$ cat config.mk
export PLATFORM = sky130hd
export DESIGN_NAME = lb_window_xlate
export DESIGN_NICKNAME = d
export VERILOG_FILES = /design/src/rtl/xlate_pkg.sv /design/src/rtl/xlate_mem_window.sv /design/src/rtl/xlate_io_window.sv /design/src/rtl/xlate_prio.sv /design/src/rtl/lb_window_xlate.sv
export SDC_FILE = /design/constraint.sdc
export NUM_CORES = 1
export LEC_CHECK = 0
export ABC_AREA = 1
export CAP_MARGIN = 20
export CORE_ASPECT_RATIO = 0.5
export CORE_MARGIN = 3
export CORE_UTILIZATION = 31
export DETAILED_ROUTE_END_ITERATION = 16
export GPL_TIMING_DRIVEN = 1
export SYNTH_ARGS = -nofsm -noshare
export SYNTH_HDL_FRONTEND = slang
export SYNTH_SLANG_ARGS = --single-unit
$ cat constraint.sdc
create_clock -name clk -period 6.9 [get_ports clk]
set_input_delay 1.38 -clock clk [delete_from_list [all_inputs] [get_ports clk]]
set_output_delay 1.38 -clock clk [all_outputs]
set_load 0.02 [all_outputs]
$ cat src/rtl/xlate_pkg.sv
package xlate_pkg;

    typedef enum logic [2:0] {
        CT_IACK    = 3'b000,
        CT_IO      = 3'b001,
        CT_MEM     = 3'b011,
        CT_CFG     = 3'b101,
        CT_MEMMULT = 3'b110
    } cyc_type_e;

    // field positions shared by the window decoders
    localparam int BASE_EN_BIT   = 0;
    localparam int BASE_PREF_BIT = 3;
    localparam int SIZE_LSB      = 4;
    localparam int SIZE_W        = 4;
    localparam int MAP_LOWEN_BIT = 0;
    localparam int MAP_TYPE_LSB  = 1;
    localparam int MAP_ADDR_LSB  = 4;

endpackage

$ cat src/rtl/xlate_mem_window.sv
module xlate_mem_window
    import xlate_pkg::*;
#(
    parameter int ADDR_W    = 32,
    parameter int MIN_SHIFT = 20,
    parameter int CODE_MAX  = 11
) (
    input  logic [ADDR_W-1:0] base_reg,
    input  logic [15:0]       map_reg,
    input  logic [ADDR_W-1:0] lb_addr,
    output logic              hit,
    output logic [ADDR_W-1:0] pci_addr,
    output logic [2:0]        ctype,
    output logic              pref
);
    localparam int MAP_BITS = ADDR_W - MIN_SHIFT;

    logic [SIZE_W-1:0] code;
    logic [ADDR_W-1:0] keep;
    logic [ADDR_W-1:0] map_base;

    always_comb begin
        code     = base_reg[SIZE_LSB +: SIZE_W];
        keep     = {ADDR_W{1'b1}} << (MIN_SHIFT + int'(code));
        map_base = ADDR_W'(map_reg[MAP_ADDR_LSB +: MAP_BITS]) << MIN_SHIFT;
        hit      = base_reg[BASE_EN_BIT] && (int'(code) <= CODE_MAX)
                   && (((lb_addr ^ base_reg) & keep) == '0);
        pci_addr = (map_base & keep) | (lb_addr & ~keep);
        if (!map_reg[MAP_LOWEN_BIT])
            pci_addr[1:0] = 2'b00;
        ctype    = map_reg[MAP_TYPE_LSB +: 3];
        pref     = base_reg[BASE_PREF_BIT];
    end

    always_comb begin
        if (hit) assert_size_legal_R4: assert (int'(code) <= CODE_MAX);
        if (hit) assert_enabled_R5: assert (base_reg[BASE_EN_BIT]);
    end
endmodule

$ cat src/rtl/xlate_io_window.sv
module xlate_io_window
    import xlate_pkg::*;
#(
    parameter int ADDR_W   = 32,
    parameter int IO_SHIFT = 24
) (
    input  logic [15:0]       base_reg,
    input  logic [15:0]       map_reg,
    input  logic [ADDR_W-1:0] lb_addr,
    output logic              hit,
    output logic [ADDR_W-1:0] pci_addr,
    output logic [2:0]        ctype,
    output logic              pref
);
    localparam int TOP_W = ADDR_W - IO_SHIFT;

    always_comb begin
        hit      = base_reg[BASE_EN_BIT]
                   && (lb_addr[ADDR_W-1:IO_SHIFT] == base_reg[15 -: TOP_W]);
        pci_addr = {map_reg[15 -: TOP_W], lb_addr[IO_SHIFT-1:0]};
        ctype    = CT_IO;
        pref     = 1'b0;
    end
endmodule

$ cat src/rtl/xlate_prio.sv
module xlate_prio #(
    parameter int N      = 3,
    parameter int ADDR_W = 32,
    parameter int IDX_W  = 2
) (
    input  logic [N-1:0]            hit_v,
    input  logic [N-1:0][ADDR_W-1:0] addr_v,
    input  logic [N-1:0][2:0]       ctype_v,
    input  logic [N-1:0]            pref_v,
    output logic                    found,
    output logic [IDX_W-1:0]        idx,
    output logic [ADDR_W-1:0]       addr,
    output logic [2:0]              ctype,
    output logic                    pref
);
    always_comb begin
        found = 1'b0;
        idx   = '0;
        addr  = '0;
        ctype = '0;
        pref  = 1'b0;
        // scan downward so the lowest index is applied last and wins
        for (int i = N - 1; i >= 0; i--) begin
            if (hit_v[i]) begin
                found = 1'b1;
                idx   = IDX_W'(i);
                addr  = addr_v[i];
                ctype = ctype_v[i];
                pref  = pref_v[i];
            end
        end
    end
endmodule

$ cat src/rtl/lb_window_xlate.sv
module lb_window_xlate
    import xlate_pkg::*;
#(
    parameter int ADDR_W    = 32,
    parameter int NUM_MEM   = 2,
    parameter int MIN_SHIFT = 20,
    parameter int CODE_MAX  = 11,
    parameter int IO_SHIFT  = 24
) (
    input  logic              clk,
    input  logic              rst_n,
    input  logic              cfg_we,
    input  logic [2:0]        cfg_sel,
    input  logic [31:0]       cfg_wdata,
    input  logic              lb_valid,
    input  logic [ADDR_W-1:0] lb_addr,
    output logic              res_valid,
    output logic              res_hit,
    output logic [1:0]        res_win,
    output logic [ADDR_W-1:0] res_addr,
    output logic [2:0]        res_ctype,
    output logic              res_pref
);
    localparam int NWIN   = NUM_MEM + 1;
    localparam int IDX_W  = $clog2(NWIN);
    localparam int IO_IDX = NUM_MEM;

    typedef struct packed {
        logic [NUM_MEM-1:0][ADDR_W-1:0] mem_base;
        logic [NUM_MEM-1:0][15:0]       mem_map;
        logic [15:0]                    io_base;
        logic [15:0]                    io_map;
    } cfg_t;

    typedef struct packed {
        logic              valid;
        logic              hit;
        logic [IDX_W-1:0]  win;
        logic [ADDR_W-1:0] addr;
        logic [2:0]        ctype;
        logic              pref;
    } res_t;

    cfg_t cfg_d, cfg_q;
    res_t res_d, res_q;

    logic [NWIN-1:0]             hit_v;
    logic [NWIN-1:0][ADDR_W-1:0] addr_v;
    logic [NWIN-1:0][2:0]        ctype_v;
    logic [NWIN-1:0]             pref_v;
    logic                        found;
    logic [IDX_W-1:0]            sel_idx;
    logic [ADDR_W-1:0]           sel_addr;
    logic [2:0]                  sel_ctype;
    logic                        sel_pref;

    for (genvar g = 0; g < NUM_MEM; g++) begin : g_mem
        xlate_mem_window #(
            .ADDR_W(ADDR_W), .MIN_SHIFT(MIN_SHIFT), .CODE_MAX(CODE_MAX)
        ) win_i (
            .base_reg (cfg_q.mem_base[g]),
            .map_reg  (cfg_q.mem_map[g]),
            .lb_addr  (lb_addr),
            .hit      (hit_v[g]),
            .pci_addr (addr_v[g]),
            .ctype    (ctype_v[g]),
            .pref     (pref_v[g])
        );
    end

    xlate_io_window #(.ADDR_W(ADDR_W), .IO_SHIFT(IO_SHIFT)) io_i (
        .base_reg (cfg_q.io_base),
        .map_reg  (cfg_q.io_map),
        .lb_addr  (lb_addr),
        .hit      (hit_v[IO_IDX]),
        .pci_addr (addr_v[IO_IDX]),
        .ctype    (ctype_v[IO_IDX]),
        .pref     (pref_v[IO_IDX])
    );

    xlate_prio #(.N(NWIN), .ADDR_W(ADDR_W), .IDX_W(IDX_W)) prio_i (
        .hit_v   (hit_v),
        .addr_v  (addr_v),
        .ctype_v (ctype_v),
        .pref_v  (pref_v),
        .found   (found),
        .idx     (sel_idx),
        .addr    (sel_addr),
        .ctype   (sel_ctype),
        .pref    (sel_pref)
    );

    always_comb begin
        cfg_d = cfg_q;
        if (cfg_we) begin
            for (int i = 0; i < NUM_MEM; i++) begin
                if (int'(cfg_sel) == 2 * i)     cfg_d.mem_base[i] = ADDR_W'(cfg_wdata);
                if (int'(cfg_sel) == 2 * i + 1) cfg_d.mem_map[i]  = cfg_wdata[15:0];
            end
            if (int'(cfg_sel) == 2 * NUM_MEM)     cfg_d.io_base = cfg_wdata[15:0];
            if (int'(cfg_sel) == 2 * NUM_MEM + 1) cfg_d.io_map  = cfg_wdata[15:0];
        end

        res_d       = '0;
        res_d.valid = lb_valid;
        if (lb_valid && found) begin
            res_d.hit   = 1'b1;
            res_d.win   = sel_idx;
            res_d.addr  = sel_addr;
            res_d.ctype = sel_ctype;
            res_d.pref  = sel_pref;
        end
    end

    always_ff @(posedge clk) begin
        if (!rst_n) begin
            cfg_q <= '0;
            res_q <= '0;
        end else begin
            cfg_q <= cfg_d;
            res_q <= res_d;
        end
    end

    assign res_valid = res_q.valid;
    assign res_hit   = res_q.hit;
    assign res_win   = 2'(res_q.win);
    assign res_addr  = res_q.addr;
    assign res_ctype = res_q.ctype;
    assign res_pref  = res_q.pref;

    assert_valid_follows_R2: assert property (@(posedge clk) disable iff (!rst_n)
        lb_valid |=> res_valid);
    assert_valid_drops_R2: assert property (@(posedge clk) disable iff (!rst_n)
        !lb_valid |=> !res_valid);
    assert_miss_zero_R11: assert property (@(posedge clk) disable iff (!rst_n)
        !res_hit |-> (res_addr == '0 && res_ctype == 3'b000 && res_win == 2'd0 && !res_pref));
    assert_lowest_wins_R6: assert property (@(posedge clk) disable iff (!rst_n)
        (res_hit && res_win != 2'd0) |-> !$past(hit_v[0]));
    assert_io_kind_R10: assert property (@(posedge clk) disable iff (!rst_n)
        (res_hit && res_win == 2'(IO_IDX)) |-> (res_ctype == 3'b001 && !res_pref));
    assert_low_bits_R8: assert property (@(posedge clk) disable iff (!rst_n)
        (res_hit && res_win == 2'd0 && !$past(cfg_q.mem_map[0][MAP_LOWEN_BIT]))
        |-> res_addr[1:0] == 2'b00);
    assert_win0_legal_R4: assert property (@(posedge clk) disable iff (!rst_n)
        (res_hit && res_win == 2'd0)
        |-> (int'($past(cfg_q.mem_base[0][SIZE_LSB +: SIZE_W])) <= CODE_MAX
             && $past(cfg_q.mem_base[0][BASE_EN_BIT])));
endmodule

* Word-level counts from Yosys, hierarchy flattened
Cells that the tools add are included.
** Word-level totals
- Register bits :: 168
- Bits in latches :: 0
- Bits in writable memories :: 0
- Memory bits (read-only) :: 0
- Logic and storage cells :: 74
- Memories :: 0
** Operators by class
- $add $sub $neg :: 2
- Multipliers :: 0
- Div/mod/pow operators :: 0
- $lt $le $gt $ge :: 2
- Equality and inequality tests :: 6
- Shifts and indexed selects :: 2
- Multiplexer cells :: 17
- Bitwise logic cells :: 14
- Reductions and logical operators :: 18
** Operators by type and width (number)
- 32-bit AND :: 6
- 32-bit 2-to-1 mux :: 3
- 32-bit zero test :: 2
- 32-bit inverter :: 2
- 32-bit bitwise OR :: 2
- 32-bit by 32-bit << shifter with 32-bit output, first input constant :: 2
- 32-bit XOR :: 2
- 39-bit 2-to-1 mux :: 1
- 2-bit AND reduction :: 7
- 5-bit by 4-bit adder with 6-bit output, first input constant :: 2
- 3-bit equality test, second input constant :: 4
- 2-bit 2-to-1 mux :: 5
- 8-bit equality test :: 1
- 4-bit less-or-equal comparator, second input constant :: 2
- 1-bit logical AND :: 6
- 1-bit 2-to-1 mux :: 6
- 3-bit 2-to-1 mux :: 2
- 4-bit OR reduction :: 1
- 3-bit by 2-bit equality test with 1-bit output, second input constant :: 1
- 3-bit zero test :: 1
- 3-bit OR reduction :: 1
- 1-bit inverter :: 2

* Longest topological paths before layout
- Word-level depth :: 10
- Depth in mapped cells :: 16
- Gate-level depth less buffers :: 15

* Modules after synthesis
Synthesis repeated with hierarchy kept, for this count alone.
** Unflattened totals
- Cell total of the unflattened synthesis :: 1415
- Area, all modules :: 9069.9 µm²
** Modules (own cells, without submodules)
- lb_window_xlate :: instances 1, cells an instance 867, area an instance 6266.0 µm², sequential area each 3363.2 µm²
- xlate_prio :: instances 1, cells an instance 169, area an instance 872.1 µm², sequential area each 0.0 µm²
- xlate_mem_window (g_mem[1].win_i) :: instances 1, cells an instance 153, area an instance 770.7 µm², sequential area each 0.0 µm²
- xlate_mem_window (g_mem[0].win_i) :: instances 1, cells an instance 153, area an instance 730.7 µm², sequential area each 0.0 µm²
- xlate_io_window :: instances 1, cells an instance 73, area an instance 430.4 µm², sequential area each 0.0 µm²

* Worst setup path after synthesis
OpenSTA, ideal clock, no wires.
- Path type :: input to register
- Start :: input port lb_addr[31]
- End :: register res_q (netlist bit res_addr[10])
- Library setup time :: 0.112 ns
- Data arrival time :: 2.737 ns
- Required time :: 6.788 ns
- Path slack :: 4.051 ns
- Cell stages on the path :: 15
- Path buffers :: 2
- Path through :: clkbuf_2 inv_1 nand2_1 nand2_1 nor2_1 nand2_1 nor2_1 nand2_1 nor2_1 nand3_4 nand2_2 nand2_4 nor2_4 buf_6 nor2_1
** Between the ends
- Longest elaborated chain between the ends :: 8
** Ends and longest elaborated chain
- start: declaration :: RTL line lb_window_xlate.sv:16 : input logic [ADDR_W-1:0] lb_addr,
- 32-bit XOR :: RTL line xlate_mem_window.sv:27 : && (((lb_addr ^ base_reg) & keep) == '0);
- 32-bit AND :: RTL line xlate_mem_window.sv:27
- 32-bit zero test :: RTL line xlate_mem_window.sv:27
- 1-bit logical AND :: RTL line xlate_mem_window.sv:27
- 1-bit 2-to-1 mux (2 in series) :: RTL line xlate_prio.sv:24 : if (hit_v[i]) begin
- 1-bit logical AND :: RTL line lb_window_xlate.sv:106 : if (lb_valid && found) begin
- 2-bit AND reduction (no source line)
- end signal: assignment :: RTL line lb_window_xlate.sv:121 : res_q <= res_d;
- end: declaration :: RTL line lb_window_xlate.sv:45 : res_t res_d, res_q;
Several ways; a longest one is shown, not always the timed one.
A chain may end at the register's enable or synchronous reset.

* Worst setup path in the final report
- Start :: input port lb_addr[30]
- End :: register res_q (netlist bit res_pref)
Same word-level chain as after synthesis.

==> impl_metrics.csv <==
group,metric,value,unit
layout,fin_util,0.411,
floorplan,std_cell_rows,37,
logic_synthesis,synth_edf_count,0,
place,place.gp.congestion,0.880,
power_and_ir_drop,p_sw_frac,0.267,
floorplan,die_area,24000,um^2
timing,setup_tns,0,ns
global_routing,grt_pass1_vias,6333,
setup_path,crit_buf_inv,1,
logic_synthesis,synth.distinct_cells,35,
setup_path,worstSetupEndpointType,"flop",
cts,numCtsBuffers,17,
global_routing,grt_use_total,0.196,
timing,final.min_clock_period,4.22,ns
setup_path,arrival,4.52,ns
layout,layout-drive-gt1-share,0.0517,
route,wl_per_cell,16.8,um
route,routed_via_density,4.82,
power_and_ir_drop,power.total,0.00193,W
timing,worst_slew_pin_slew,1.10,ns
logic_synthesis,synth_seq_cells,139,
route,antenna_left,0,
timing,final-setup-viol-count,0,
setup_path,cp-start-kind,"primary input",
timing,finalCritPeriodShare,0.611,
logic_synthesis,syn_inst,1024,
layout,antennaDiodeCount,0,
floorplan,die-width,216,um
cts,root_buffer,"clkbuf_16",
setup_path,path_delay_family,"simple AND/OR/NAND/NOR gates",
setup_path,path_class,"primary input to flop",
logic_synthesis,synthFlopType,"dfxtp_1",
cts,clk_path_buf_depth,2,
setup_path,worstPathCellList,"clkdlybuf4s50_1 -> xor2_1 -> nand2_1 -> nand2_1 -> nor2_1 -> nand2_1 -> nand3_2 -> nand2_2 -> a21oi_1",
power_and_ir_drop,comb_power_share,0.105,
logic_synthesis,syn_area,6840,um^2
floorplan,die_h,111,um
setup_path,cpMostUsedCell,"nand2_1",
cts,h-tree-depth,4,
route,post-route-drc-count,0,
layout,syn_to_final_growth,26.9,%
cts,postCtsResizedCells,0,
cts,cts_tree,"done",
timing,clock.fmax,0.237,GHz
floorplan,core,21100,um^2
global_routing,gr-total-overflow,0,
place,place_area,8110,um^2
logic_synthesis,syn_nets,1103,
place,placed_cells,1382,
timing,maxSlewHeadroom,0.265,
cts,cts_sinks,139,
status,outcome,"complete, no violations",
global_routing,grt_pass1_wl,36.3,mm
power_and_ir_drop,p_int,0.00142,W
power_and_ir_drop,p_sw,0.000516,W
layout,fin_area,8680,um^2
place,hpwl,17.4,mm
job,drv_cap,0,
setup_path,crit_path_top_delay_cell,"nand3_2",
timing,finalClockSkew,0.00910,ns
power_and_ir_drop,power_frac_clock,0.462,
global_routing,grt_start_max_net_pins,102,
timing,finalHoldViolations,0,
power_and_ir_drop,p_leak,3.59,nW
cts,clock_latency,0.43,ns
floorplan,start_util,0.324,
cts,cts_hold_buf,0,
timing,rsz0062_at_grt,"no",
power_and_ir_drop,seq_power_share,0.432,
floorplan,pin_count,111,
logic_synthesis,ys_seq_area_frac,0.407,
route,dr.pass1.iters,5,
layout,stdcell_count,1414,
timing,slew_violations,0,
setup_path,crit_fanout,29,
logic_synthesis,avgSynthCellArea,6.68,um^2
layout,fillers,2216,
setup_path,slowest_delay,0.77,ns
logic_synthesis,async_flop_share,0,
route,drtIter0Drc,586,
layout,multi_input_area,3370,um^2
cts,clk_pin_slew,0.06,ns
layout,fin_nets,1188,
route,dr_total_vias,6811,
power_and_ir_drop,power_per_cell_area,223,nW/um^2
power_and_ir_drop,ir_drop,0.000133,V
hold_path,hp-class,"flop to flop",
global_routing,grt_antenna_before_repair,0,
layout,register_area,2780,um^2
route,wl,23.8,mm
logic_synthesis,yosysWarnings,0,
place,port-buffer-count,110,
setup_path,crit_required,7.21,ns
cts,cts_setup_buffers,0,
cell families (layout without fill, tap and decap cells):
group,after synthesis,after routing,share of synthesized area
and+or+nand+nor,486,486,0.298
AOI/OAI and AO/OA,198,198,0.149
adders and majority gates,8,8,0.0146
xor gates and xnor gates,25,25,0.0320
buffers and inverters,168,266,0.0997
DFF,139,139,0.407
Yosys cell counts (2+ instances only):
library cell  count  area [um^2]
a31oi_1           4         25.0
xnor2_1           7         61.3
xor2_1           18          158
ha_1              8          100
nor2_2            4         25.0
nand2_2           5         31.3
inv_2             2         7.51
clkbuf_1         35          131
buf_2             7         35.0
o21ai_0         116          581
nand4_1           6         37.5
nand2_1         160          601
buf_6             4         45.0
dfxtp_1         139         2780
nor3_1            4         20.0
nor2_1          205          769
a21boi_0          4         30.0
or2_2             4         25.0
nand3_1          91          455
a21oi_1          70          350
buf_4             3         22.5
inv_1           115          432
layer usage:
| metal | GRT usage | up-vias | wire [um] |
|---|---|---|---|
| li1 | - | 3425 | - |
| met1 | 0.284 | 3113 | 11500 |
| met2 | 0.290 | 242 | 9960 |
| met3 | 0.0419 | 31 | 1850 |
| met4 | 0.0590 | 0 | 417 |
| met5 | 0 | - | 0 |
final timing paths:
path                                              from                      to  slack [ns]  cells after the start
worst min-delay path            cfg_q[35]$_SDFFE_PN0P_  cfg_q[35]$_SDFFE_PN0P_        0.45                      2
worst min register to register  cfg_q[35]$_SDFFE_PN0P_  cfg_q[35]$_SDFFE_PN0P_        0.45                      2
worst max register to register  cfg_q[70]$_SDFFE_PN0P_     res_pref$_SDFF_PN0_        3.07                     14
worst max-delay path                       lb_addr[30]     res_pref$_SDFF_PN0_        2.68                      9
flip-flops by register name, indices dropped and copies added, names as in the netlist:
register	count
cfg_q	99
res_addr	32
res_ctype	3
res_win	2
res_hit	1
res_pref	1
res_valid	1
stage by stage:
step / setup slack, ns / hold WS [ns]
after floorplan: 4.05 / 0.423
after global placement: 2.37 / 0.433
after detailed placement: 2.28 / 0.436
after CTS: 2.75 / 0.446
after global routing: 2.45 / 0.463
final: 2.68 / 0.447
power by group through the flow:
| stage | logic, W | registers [W] | clock network [W] |
|---|---|---|---|
| after global routing | 0.000226 | 0.000838 | 0.000936 |
| final | 0.000204 | 0.000836 | 0.000894 |
| after global placement | 0.000200 | 0.000853 | 0 |
| after floorplan | 0.000106 | 0.000850 | 0 |
| after detailed placement | 0.000201 | 0.000854 | 0 |
| after CTS | 0.000202 | 0.000836 | 0.000905 |
cell type report:
type / instances / area share
inverter: 118 / 0.0510
clock buffer: 20 / 0.0526
multi-input combinational: 717 / 0.389
sequential: 139 / 0.321
timing repair buffer: 116 / 0.131
tap: 292 / 0.0421
clock inverter: 12 / 0.0133
worst reg2reg max path, stage by stage (launching register included):
cell and delay, ns:
dfxtp_1 0.42, inv_1 0.15, ha_1 0.39, nor2_1 0.22, nand2_1 0.09, nor2_1 0.14
nand2_1 0.11, o21ai_0 0.09, nor2_1 0.07, nand2_1 0.10, inv_1 0.05, nand2_1 0.59
nand3_2 0.78, nand2_2 0.44, a21oi_1 0.09
layout by cell type (no fill, tap or decap), types with 2 or more instances in the layout:
cell type | Yosys | layout
nor3_1 | 4 | 4
nand4_1 | 6 | 6
a21boi_0 | 4 | 4
clkinvlp_4 | 0 | 6
clkinv_4 | 0 | 2
clkdlybuf4s50_1 | 0 | 109
nand3_1 | 91 | 91
o21ai_0 | 116 | 116
clkbuf_16 | 0 | 17
clkbuf_8 | 0 | 2
buf_4 | 3 | 6
a31oi_1 | 4 | 4
inv_2 | 2 | 2
nand2_1 | 160 | 160
ha_1 | 8 | 8
xnor2_1 | 7 | 7
a21oi_1 | 70 | 70
inv_6 | 0 | 2
inv_1 | 115 | 115
dfxtp_1 | 139 | 139
nor2_2 | 4 | 5
or2_2 | 4 | 4
xor2_1 | 18 | 18
nor2_1 | 205 | 204
nand2_2 | 5 | 5
(Power assumes the default switching activity.)
